===== src/rtl/link_rx_pkg.sv =====
package link_rx_pkg;
  localparam int DESC_W = 32;
  localparam int CNT_W  = 16;
  localparam int SRC_W  = 4;

  // Increment that sticks at the top value.
  function automatic logic [CNT_W-1:0] sat_inc(input logic [CNT_W-1:0] c);
    return (c == {CNT_W{1'b1}}) ? c : c + 1'b1;
  endfunction

  // Descriptor: valid flag in bit 31, source in 19:16, count in 15:0.
  function automatic logic [DESC_W-1:0] make_desc(input logic [SRC_W-1:0] src,
                                                  input logic [CNT_W-1:0] cnt);
    return {1'b1, {(DESC_W-1-SRC_W-CNT_W){1'b0}}, src, cnt};
  endfunction
endpackage


===== src/rtl/link_rx_filter.sv =====
module link_rx_filter #(
  parameter int DEST_W   = 4,
  parameter int MY_ID    = 1,
  parameter int LVL_W    = 5,
  parameter int HOLD_LVL = 15
) (
  input  logic              in_valid,
  input  logic [DEST_W-1:0] in_dest,
  input  logic [LVL_W-1:0]  q_level,
  input  logic              fifo_afull,
  input  logic              dn_hold,
  output logic              hold_up,
  output logic              take_local,
  output logic              pass_on,
  output logic [DEST_W-1:0] pass_dest
);
  localparam logic [DEST_W-1:0] OWN_MASK = DEST_W'(1) << MY_ID;

  logic own_hit, other_hit, local_stall;

  always_comb begin
    own_hit     = in_dest[MY_ID];
    other_hit   = |(in_dest & ~OWN_MASK);
    local_stall = (q_level >= LVL_W'(HOLD_LVL)) | fifo_afull;
    hold_up     = in_valid & ((own_hit & local_stall) | (other_hit & dn_hold));
    take_local  = in_valid & ~hold_up & own_hit;
    pass_on     = in_valid & ~hold_up & other_hit;
    pass_dest   = in_dest & ~OWN_MASK;
  end
endmodule


===== src/rtl/link_rx_count.sv =====
module link_rx_count
  import link_rx_pkg::*;
(
  input  logic              clk,
  input  logic              rst,
  input  logic              acc,
  input  logic              last,
  input  logic [SRC_W-1:0]  src,
  output logic              push,
  output logic [DESC_W-1:0] desc
);
  logic [CNT_W-1:0] cnt_q;
  logic [CNT_W-1:0] cnt_nx;

  always_comb begin
    cnt_nx = sat_inc(cnt_q);
    push   = acc & last;
    desc   = make_desc(src, cnt_nx);
  end

  always_ff @(posedge clk) begin
    if (rst)      cnt_q <= '0;
    else if (acc) cnt_q <= last ? '0 : cnt_nx;
  end
endmodule


===== src/rtl/link_rx_queue.sv =====
module link_rx_queue #(
  parameter int W     = 32,
  parameter int DEPTH = 16,
  localparam int AW   = $clog2(DEPTH),
  localparam int LW   = $clog2(DEPTH + 1)
) (
  input  logic          clk,
  input  logic          rst,
  input  logic          push,
  input  logic [W-1:0]  din,
  input  logic          pop,
  output logic [W-1:0]  dout,
  output logic          empty,
  output logic          full,
  output logic [LW-1:0] level
);
  logic [W-1:0]  mem [DEPTH];
  logic [AW-1:0] wp, rp;

  assign dout  = mem[rp];
  assign empty = (level == '0);
  assign full  = (level == LW'(DEPTH));

  always_ff @(posedge clk) begin
    if (push && !full) mem[wp] <= din;
  end

  always_ff @(posedge clk) begin
    if (rst) begin
      wp    <= '0;
      rp    <= '0;
      level <= '0;
    end else begin
      if (push && !full) wp <= wp + 1'b1;
      if (pop && !empty) rp <= rp + 1'b1;
      level <= level + LW'(push && !full) - LW'(pop && !empty);
    end
  end
endmodule


===== src/rtl/link_rx_ser.sv =====
module link_rx_ser #(
  parameter int W  = 32,
  localparam int BW = $clog2(W)
) (
  input  logic         clk,
  input  logic         rst,
  input  logic         q_empty,
  input  logic [W-1:0] q_head,
  output logic         q_pop,
  output logic         ser_vld,
  output logic         ser_fs,
  output logic         ser_dat
);
  logic          busy;
  logic [W-1:0]  sreg;
  logic [BW-1:0] bitn;

  assign q_pop   = ~busy & ~q_empty;
  assign ser_vld = busy;
  assign ser_fs  = busy & (bitn == '0);
  assign ser_dat = busy & sreg[W-1];

  always_ff @(posedge clk) begin
    if (rst) begin
      busy <= 1'b0;
      sreg <= '0;
      bitn <= '0;
    end else if (!busy) begin
      if (!q_empty) begin
        busy <= 1'b1;
        sreg <= q_head;
        bitn <= '0;
      end
    end else begin
      sreg <= sreg << 1;
      bitn <= bitn + 1'b1;
      if (bitn == BW'(W - 1)) busy <= 1'b0;
    end
  end
endmodule


===== src/rtl/link_rx_desc.sv =====
module link_rx_desc
  import link_rx_pkg::*;
#(
  parameter int DATA_W   = 32,
  parameter int DEST_W   = 4,
  parameter int MY_ID    = 1,
  parameter int QDEPTH   = 16,
  parameter int HOLD_LVL = 15
) (
  input  logic              clk,
  input  logic              rst,
  input  logic              in_valid,
  input  logic [DATA_W-1:0] in_data,
  input  logic [DEST_W-1:0] in_dest,
  input  logic [SRC_W-1:0]  in_src,
  input  logic              in_last,
  output logic              hold_up,
  output logic              out_valid,
  output logic [DATA_W-1:0] out_data,
  output logic [DEST_W-1:0] out_dest,
  output logic [SRC_W-1:0]  out_src,
  output logic              out_last,
  input  logic              dn_hold,
  output logic              fifo_wr,
  output logic [DATA_W-1:0] fifo_wdata,
  output logic              fifo_last,
  input  logic              fifo_afull,
  output logic              ser_vld,
  output logic              ser_fs,
  output logic              ser_dat
);
  localparam int LW = $clog2(QDEPTH + 1);

  // Internal events, named for the checker.
  logic              q_push, q_pop, q_empty, q_full;
  logic [DESC_W-1:0] q_din, q_head;
  logic [LW-1:0]     q_level;

  link_rx_filter #(.DEST_W(DEST_W), .MY_ID(MY_ID), .LVL_W(LW), .HOLD_LVL(HOLD_LVL)) filt_i (
    .in_valid(in_valid), .in_dest(in_dest), .q_level(q_level),
    .fifo_afull(fifo_afull), .dn_hold(dn_hold), .hold_up(hold_up),
    .take_local(fifo_wr), .pass_on(out_valid), .pass_dest(out_dest));

  assign out_data   = in_data;
  assign out_src    = in_src;
  assign out_last   = in_last;
  assign fifo_wdata = in_data;
  assign fifo_last  = in_last;

  link_rx_count cnt_i (
    .clk(clk), .rst(rst), .acc(fifo_wr), .last(in_last), .src(in_src),
    .push(q_push), .desc(q_din));

  link_rx_queue #(.W(DESC_W), .DEPTH(QDEPTH)) q_i (
    .clk(clk), .rst(rst), .push(q_push), .din(q_din), .pop(q_pop),
    .dout(q_head), .empty(q_empty), .full(q_full), .level(q_level));

  link_rx_ser #(.W(DESC_W)) ser_i (
    .clk(clk), .rst(rst), .q_empty(q_empty), .q_head(q_head), .q_pop(q_pop),
    .ser_vld(ser_vld), .ser_fs(ser_fs), .ser_dat(ser_dat));
endmodule


===== config.mk =====
export PLATFORM = sky130hd
export DESIGN_NAME = link_rx_desc
export DESIGN_NICKNAME = d
export VERILOG_FILES = /design/src/rtl/link_rx_pkg.sv /design/src/rtl/link_rx_filter.sv /design/src/rtl/link_rx_count.sv /design/src/rtl/link_rx_queue.sv /design/src/rtl/link_rx_ser.sv /design/src/rtl/link_rx_desc.sv
export SDC_FILE = /design/constraint.sdc
export NUM_CORES = 1
export LEC_CHECK = 0
export BUFFER_PORTS_ARGS = -buffer_cell sky130_fd_sc_hd__buf_2
export CAP_MARGIN = 20
export CORE_MARGIN = 2
export CORE_UTILIZATION = 50
export DETAILED_ROUTE_END_ITERATION = 12
export MAX_ROUTING_LAYER = met4
export PLACE_DENSITY_LB_ADDON = 0.2
export SYNTH_ARGS = -nofsm -noshare
export SYNTH_HDL_FRONTEND = slang
export SYNTH_SLANG_ARGS = --single-unit

===== constraint.sdc =====
create_clock -name clk -period 5 [get_ports clk]
set_input_delay 0.25 -clock clk [delete_from_list [all_inputs] [get_ports clk]]
set_output_delay 0.25 -clock clk [all_outputs]
set_load 0.03 [all_outputs]

==> summary.md, run 1 <==
The startpoint of the lowest-slack hold path is in_src[0]. The post-route netlist has 22.2% of its cells at a drive strength greater than 1. Initial cell density of the core: 50.9%.

After synthesis, the largest family of logic cells by area is multiplexers. 0 antenna diodes ended up in the layout. The clock period could shrink to 3.15 ns.

Summed over all layers, the global routing overflow is 0. The post-synthesis cell type count was 62. By area the synthesized netlist is led by sky130_fd_sc_hd__edfxtp_1 58%, sky130_fd_sc_hd__mux4_2 11%, sky130_fd_sc_hd__dfxtp_1 8.6%. Biggest area consumer among synthesized cells: sky130_fd_sc_hd__edfxtp_1. The launching point of the worst reg2reg path was q_i.level[4]$_SDFF_PP0_.

The count of state elements after synthesis is 391, and the count of H-tree levels built during CTS is 2. The die outline height came out at 186 um. The Yosys step of the flow raised 0 warnings.

The signal on the critical path passes through inv_1, ha_1, a22o_1, a2111oi_4, and2_1, ha_1, inv_1, fa_1, nand2b_1, a21oi_1, o21a_1, nor3_1. The clock slew seen by the registers of the worst setup and hold paths works out to 0.06 ns. The routed layout has 8817 vias.

The number of max-slew violations in the final report was 0. The tools report the critical register-to-register path endpoint as q_i.level[4]$_SDFF_PP0_. The count of nets left with antenna violations once routing finished came out at 0. Adder-cell share of the synthesized area: 1.48%.

Summing the areas of all compound-gate instances in the mapped netlist gives 6.26% of the synthesized area. The critical path start-end classification was flop to flop. In this run the tightest slew margin relative to its limit is 27.0%. The critical-path maximum fanout came out at 9. The number of setup buffers added after CTS was 0; the average via count per standard cell was 5.88. The slowest stage of the critical path is the sky130_fd_sc_hd__a2111oi_4 cell. The synthesized netlist devotes 0.688% of its cell area to XOR and XNOR gates.

After synthesis, the share of flip-flops with an asynchronous set or reset is 0%. Clock tree synthesis selected as its root buffer the cell sky130_fd_sc_hd__clkbuf_16. Insertion delay of the later-clocked pin in the worst-skew pair: 0.53 ns.

In this run the static leakage power is 6.17 nW. The via count of the first global-routing pass was 8668; the highest attainable clock frequency was 318 MHz. The net count of the finished layout is 1091. The number of cells on the worst hold path works out to 1.

Number of I/O pins: 126. After detailed routing, the number of remaining DRC violations is 0. At the worst endpoint, the arrival time is 3.52 ns. STA classifies the critical path endpoint as a flop. Counting every sink on the clock net gives 391.

The wire-length estimate of the detail-placed layout is 22100 um. Across the VDD grid, the largest voltage drop is 238 uV. The number of cells on the worst reg-to-reg path is 12. Adding up every negative setup slack in the final design gives 0 ns. The endpoint required time on the critical path came out at 5.37 ns. The area share of the leading cell type in the synthesized netlist is 58.1%, and the highest cell delay on the worst timing path is 0.66 ns. STA classifies the critical path startpoint as a flop. Netlist area before placement: 16500 sq um. The run finished with clean final reports. The routed design has 36800 um of wire. Dividing the detail-routed wire length by the instance count gives 24.5 um. The die covers 34600 sq um.

The run gives 66.7% as the sequential fraction of the synthesis area. Compared with the post-synthesis result, the final layout area differs by 9.73%. For the number of buffers on the longest clock path, the log shows 3. The most repeated cell in the gate-level netlist after synthesis was sky130_fd_sc_hd__edfxtp_1. Dividing total power by cell area gives a power density of 440 nW/um^2. The min-delay analysis places its worst path in the category input pin to flop.

For the pin with the worst max-slew slack, the measured transition is 1.09 ns. The final hold violation count was 0; the period utilization was 62.9%. The count of port buffers added during placement came out at 28. The core utilization of the finished layout is 55.8%. In the global route stage, overall resource usage came out at 22.6%.

The total of endpoints with negative setup slack in the final report is 0. Count of flip-flops with a built-in enable after synthesis: 320. Starting DRC count in detailed routing: 907.

The register-to-register path setup slack was 1.85 ns; the first-pass GRT wire length was 55100 um. Initial antenna violation count: 0. Max-cap violations in this run came to 0.

Buffers inserted during clock tree synthesis total 41. Maximum number of pins on one net before global-route repair: 81. The worst hold path terminates at q_i.mem[15][16]$_DFFE_PP_.

The synthesized netlist devotes 6.77% of its cell area to simple gates. Core outline area: 32500 sq um. For the final database, setup skew stands at 0.0165 ns. In the synthesized netlist, mux cells make up 12.3% of the area. The synthesized area divided by synthesized cell count is 15.6 sq um. At the end of routability-driven placement, the weighted congestion stood at 0.813. In this run the core area contains 66 standard-cell rows.

Synthesis handed over a netlist of 1059 instances. For this run, the leading register cell type out of synthesis is sky130_fd_sc_hd__edfxtp_1. The post-cts repair resize count is 0. Counting instances in the post-synthesis netlist gives the leading cell types as 320 x sky130_fd_sc_hd__edfxtp_1, 79 x sky130_fd_sc_hd__mux4_2, 74 x sky130_fd_sc_hd__buf_4. When the netlist entered floorplanning its net count stood at 1124.

TritonCTS built the clock tree. Setup repair after global routing left no endpoint under its margin. In this run the horizontal extent of the chip is 186 um.

The number of buffers inserted for hold repair after clock tree synthesis was 0. The number of detailed-route iterations in the first pass came out at 5.
## critical path: cells and delay by family (launching register included)
family,cells,cell delay [ns]
and+or+nand+nor,3,0.46
buffers and inverters,2,0.12
AOI/OAI and AO/OA,4,1.24
adders and majority gates,3,0.74
DFF,1,0.43
## layout by cell type, fill, tap and decap left out, types with 12 or more instances in the layout
master,count
sky130_fd_sc_hd__a211o_1,20
sky130_fd_sc_hd__a21oi_1,47
sky130_fd_sc_hd__a221o_1,19
sky130_fd_sc_hd__and2_1,21
sky130_fd_sc_hd__buf_2,28
sky130_fd_sc_hd__buf_4,24
sky130_fd_sc_hd__clkbuf_16,42
sky130_fd_sc_hd__clkinv_1,12
sky130_fd_sc_hd__dfxtp_1,67
sky130_fd_sc_hd__edfxtp_1,320
sky130_fd_sc_hd__ha_1,18
sky130_fd_sc_hd__inv_1,38
sky130_fd_sc_hd__mux2i_1,20
sky130_fd_sc_hd__mux4_2,79
sky130_fd_sc_hd__nand2_1,32
sky130_fd_sc_hd__nand3_1,17
sky130_fd_sc_hd__nand3b_1,13
sky130_fd_sc_hd__nor2_1,52
sky130_fd_sc_hd__nor2_2,13
## sequential cells by signal (all words and copies together) (netlist names), named ones only
register	cells
q_i.mem	320
ser_i.bitn	5
ser_i.sreg	32
q_i.wp	4
cnt_i.cnt_q	16
q_i.level	5
ser_i.ser_vld	1
q_i.rp	4
## power by group
group	switching, W	internal [W]	total, W
logic	0.000611	0.000580	0.00119
clock network	0.00120	0.00174	0.00294
registers	0.000238	0.00361	0.00385
total	0.00205	0.00593	0.00798
## final cells by class
| class | count | area, sq um |
|---|---|---|
| fillers | 2581 | 14400 |
| repair buffers | 60 | 458 |
| multi-input cells | 493 | 4660 |
| flip-flops and latches | 391 | 11000 |
| well taps | 442 | 553 |
| clock buffers | 51 | 1080 |
| clock inverters | 23 | 215 |
| inverters | 39 | 146 |
## worst max-delay path by stage
| stage | start | to | slack (ns) | depth (start not counted) |
|---|---|---|---|---|
| 5_1_grt | q_i.level[4]$_SDFF_PP0_ | q_i.level[4]$_SDFF_PP0_ | 1.61 | 12 |
| 4_1_cts | q_i.level[4]$_SDFF_PP0_ | q_i.mem[7][5]$_DFFE_PP_ | 1.56 | 6 |
| 6_report | q_i.level[4]$_SDFF_PP0_ | q_i.level[4]$_SDFF_PP0_ | 1.85 | 12 |
| 2_1_floorplan | q_i.level[4]$_SDFF_PP0_ | q_i.mem[1][0]$_DFFE_PP_ | 1.38 | 7 |
| 3_5_place_dp | q_i.level[4]$_SDFF_PP0_ | q_i.mem[7][13]$_DFFE_PP_ | 1.58 | 6 |
| 3_3_place_gp | q_i.level[4]$_SDFF_PP0_ | q_i.mem[8][3]$_DFFE_PP_ | 1.72 | 6 |
## cell families (layout without fill, tap and decap cells)
kind of cell / Yosys count / in the layout
AOI/OAI and AO/OA: 143 / 143
xor gates and xnor gates: 13 / 13
adders and majority gates: 19 / 19
buffers and inverters: 175 / 173
DFF: 391 / 391
muxes: 104 / 104
other: 1 / 1
and+or+nand+nor: 213 / 213
## per-layer routing
metal | global-route usage [%] | share of wire, %
met1 | 31.3 | 44
met2 | 34.1 | 47
met3 | 5.20 | 6.7
met4 | 6.08 | 2.0
met5 | - | 0
## per-stage QoR
step | cell area, sq um | total power [W] | std cells | setup WS (ns) | hold slack, ns
after floorplan | 16500 | 0.00487 | 1059 | 1.38 | 0.349
after global routing | 18200 | 0.00832 | 1499 | 1.61 | 0.186
after detailed placement | 16800 | 0.00513 | 1422 | 1.58 | 0.443
final | 18200 | 0.00798 | 1499 | 1.85 | 0.169
after global placement | 16700 | 0.00513 | 1417 | 1.72 | 0.442
after CTS | 18100 | 0.00806 | 1496 | 1.56 | 0.159
No activity file was read; power rests on OpenSTA's default activity.
==> run 2: changes to the inputs <==
- clock period: 5 -> 3.3 ns (I/O delays scaled with it)
==> run 2 against run 1 <==
  * Clock-buffer cell count is 6 higher
  * Register-to-register slack worse by 1.6 ns
  * Core utilization increased by 0.47 points
  * Final area is 0.85% higher
  * Non-clock buffer count rose by 14
  * First-iteration DRC count shrank 11%
  * Sequential power increased by 51%
  * Power up 55%
  * Critical endpoint is now q_i.mem[2][18]$_DFFE_PP_
  * Largest cell class unchanged
  * Highest routed layer unchanged
==> summary.md, run 2 (synthesis results as in run 1) <==
The fraction of final layout cells with drive strength greater than 1 came out at 23.1% (+0.88 points). The number of max-capacitance violations reported was 0 (unchanged); the x dimension of the die was 186 um (unchanged). The tools report the starting DRC count in detailed routing as 808 (-11%). The CTS root buffer is sky130_fd_sc_hd__clkbuf_16. The run gives 41 (unchanged) as the total clock buffers created by CTS. The number of setup buffers added after CTS was 0 (unchanged). Highest routing layer actually used: met4. The critical-path maximum fanout came out at 40 (+31).

Number of clock sinks: 391 (unchanged). In the layout the commonest cells are 320 x sky130_fd_sc_hd__edfxtp_1, 79 x sky130_fd_sc_hd__mux4_2, 67 x sky130_fd_sc_hd__dfxtp_1. The number of flip-flops under the largest register name is 320 (unchanged). The largest register by flop count is q_i.mem. The die footprint came out at 34600 sq um (unchanged).

The tools report the final-stage net count as 1105 (+1.3%). The flow ran to the end, and the final reports show no timing, DRC or antenna violations. The logs give 0 (unchanged) for the total inserted antenna cells and 16700 um (-2.9%) for the met2 wirelength from detailed routing. The core outline area was 32500 sq um (unchanged). In the final layout, the registers with the most flip-flops are q_i.mem x320, ser_i.sreg x32, cnt_i.cnt_q x16. The period utilization is 92.0% (+29 points). The largest voltage drop on the vdd net came out at 337 uV (+42%). The count of port buffers added during placement came out at 28 (unchanged). The endpoint arrival time on the critical path is 3.23 ns (-0.29 ns). The classification of the worst-slack hold path is input pin to flop. The power per unit of standard cell area came out at 676 nW/um^2 (+54%). The initial antenna violation count was 0 (unchanged); the initial cell density of the core was 50.9% (unchanged).

The insertion delay of the later-clocked pin in the worst-skew pair came out at 0.53 ns (about the same). The number of core rows was 66 (unchanged). The via count of the first global-routing pass was 8544 (-1.4%). The category of the worst setup path capture point was a flop.

The average via count per standard cell is 5.75 (-2.2%), and the core utilization of the finished layout is 56.3% (+0.47 points). TritonCTS built the clock tree. The final HPWL from detailed placement was 21000 um (-4.9%); the number of detailed-route iterations in the first pass was 5 (unchanged).

The number of buffers inserted for hold repair after clock tree synthesis was 0 (unchanged); the average wire per cell in the routed design was 21.9 um (-11%). The tools report the sum of negative setup slack as 0 ns (unchanged). The run gives 0 (unchanged) as the remaining design rule violation count. The tools report the clock tree skew after final layout as 0.0245 ns (+0.00798 ns). The total wire length after detailed routing was 33200 um (-9.7%). The highest attainable clock frequency is 330 MHz (+3.7%), and the global placement routability congestion is 0.802 (-1.3%).

The minimum clock period after layout was 3.03 ns (-0.112 ns); the total met3 wirelength after detailed routing was 1390 um (-44%). The total of endpoints with negative setup slack in the final report was 0 (unchanged); the first-pass GRT wire length was 50700 um (-8.1%). The post-detailed-route count of antenna-violating nets was 0 (unchanged). The worst setup path is launched from a flop. The logs give 8711 (-1.2%) for the vias after detailed routing and 2589 (+0.31%) for the number of fill cells. Setup repair after global routing left no endpoint under its margin.

Most common cell after layout, fill and taps aside: sky130_fd_sc_hd__edfxtp_1. The total routed wire length on the met1 layer is 14200 um (-13%), and the endpoint required time on the critical path is 3.50 ns (-1.87 ns). The tools report the sum of overflow across all layers after global routing as 0 (unchanged). The critical path is of the flop to flop type. The number of I/O pins is 126 (unchanged).

The number of max-slew violations in the final report is 0 (unchanged), and the static leakage power is 6.18 nW (+0.26%). The clock slew seen by the registers of the worst setup and hold paths was 0.06 ns (about the same); the growth of design area from synthesis to finish was 10.7%. For the final hold violation count, the log shows 0 (unchanged). The overall global routing resource usage was 20.2% (-2.4 points); the relative slew slack was 38.0% (+11 points). The tools report the maximum number of pins on one net before global-route repair as 82 (+1.2%). The number of buffers on the longest clock path came out at 3 (unchanged).

The transition time at the pin with the least slew margin is 0.930 ns (-0.159 ns), and the post-cts repair resize count is 0 (unchanged). The die outline height is 186 um (unchanged), and the count of H-tree levels built during CTS is 2 (unchanged).
==> run 2: cell count changes in the layout (fill, tap and decap cells not counted), moves of 2 or more <==
cell,before,now
sky130_fd_sc_hd__bufinv_16,4,7
sky130_fd_sc_hd__clkbuf_1,9,13
sky130_fd_sc_hd__buf_12,0,2
sky130_fd_sc_hd__buf_16,2,0
sky130_fd_sc_hd__nor3_4,0,4
sky130_fd_sc_hd__nor3_2,4,0
sky130_fd_sc_hd__clkinv_1,12,6
sky130_fd_sc_hd__buf_6,2,0
sky130_fd_sc_hd__buf_4,24,44
sky130_fd_sc_hd__buf_8,4,0
sky130_fd_sc_hd__xnor2_2,4,0
sky130_fd_sc_hd__xnor2_1,7,11
==> run 2: worst paths after layout <==
check        depth (start not counted)  slack (ns)                        start                     endpoint
max reg2reg                          8        0.27      q_i.level[4]$_SDFF_PP0_     q_i.mem[2][18]$_DFFE_PP_
min reg2reg                          2        0.45  ser_i.sreg[29]$_SDFFE_PP0P_  ser_i.sreg[30]$_SDFFE_PP0P_
max                                  8        0.27      q_i.level[4]$_SDFF_PP0_     q_i.mem[2][18]$_DFFE_PP_
min                                  1        0.06                    in_src[2]     q_i.mem[1][18]$_DFFE_PP_
==> run 2: where the power goes <==
group | internal (W) | switching, W
registers | 0.00547 | 0.000333
logic | 0.000899 | 0.000901
clock network | 0.00296 | 0.00182
total | 0.00933 | 0.00305
==> run 2: cell type report <==
cell class | instances | area (sq um) | share of cell area, %
well taps | 442 | 553 | 3.02
repair buffers | 74 | 510 | 2.79
inverters | 39 | 146 | 0.800
flip-flops and latches | 391 | 11000 | 60.3
multi-input cells | 493 | 4650 | 25.4
clock buffers | 57 | 1140 | 6.22
clock inverters | 19 | 270 | 1.48
==> run 2: worst max-delay path, stage by stage, from the launching register on <==
cell and delay [ns]:
sky130_fd_sc_hd__dfxtp_1 0.43, sky130_fd_sc_hd__inv_1 0.07, sky130_fd_sc_hd__ha_1 0.18, sky130_fd_sc_hd__a22o_1 0.24, sky130_fd_sc_hd__a2111oi_4 0.37, sky130_fd_sc_hd__buf_4 0.44
sky130_fd_sc_hd__nand3_1 0.41, sky130_fd_sc_hd__nor3_4 0.23, sky130_fd_sc_hd__buf_4 0.33
==> run 2: metal layers <==
layer | global-route usage [%] | vias to the layer above
li1 | - | 3989
met1 | 26.4 | 4442
met2 | 33.3 | 210
met3 | 2.78 | 70
met4 | 6.30 | 0
met5 | - | -
==> run 2: per-stage QoR <==
step / hold WS (ns) / setup slack, ns / cell area, sq um / instances / power, W
after global routing: 0.0582 / 0.0939 / 18300 / 1515 / 0.0129
final: 0.0614 / 0.266 / 18300 / 1515 / 0.0124
after floorplan: 0.264 / 0.213 / 16600 / 1059 / 0.00738
after CTS: 0.0551 / 0.277 / 18300 / 1515 / 0.0125
after detailed placement: 0.330 / 0.304 / 16900 / 1439 / 0.00775
after global placement: 0.330 / 0.341 / 16900 / 1439 / 0.00773
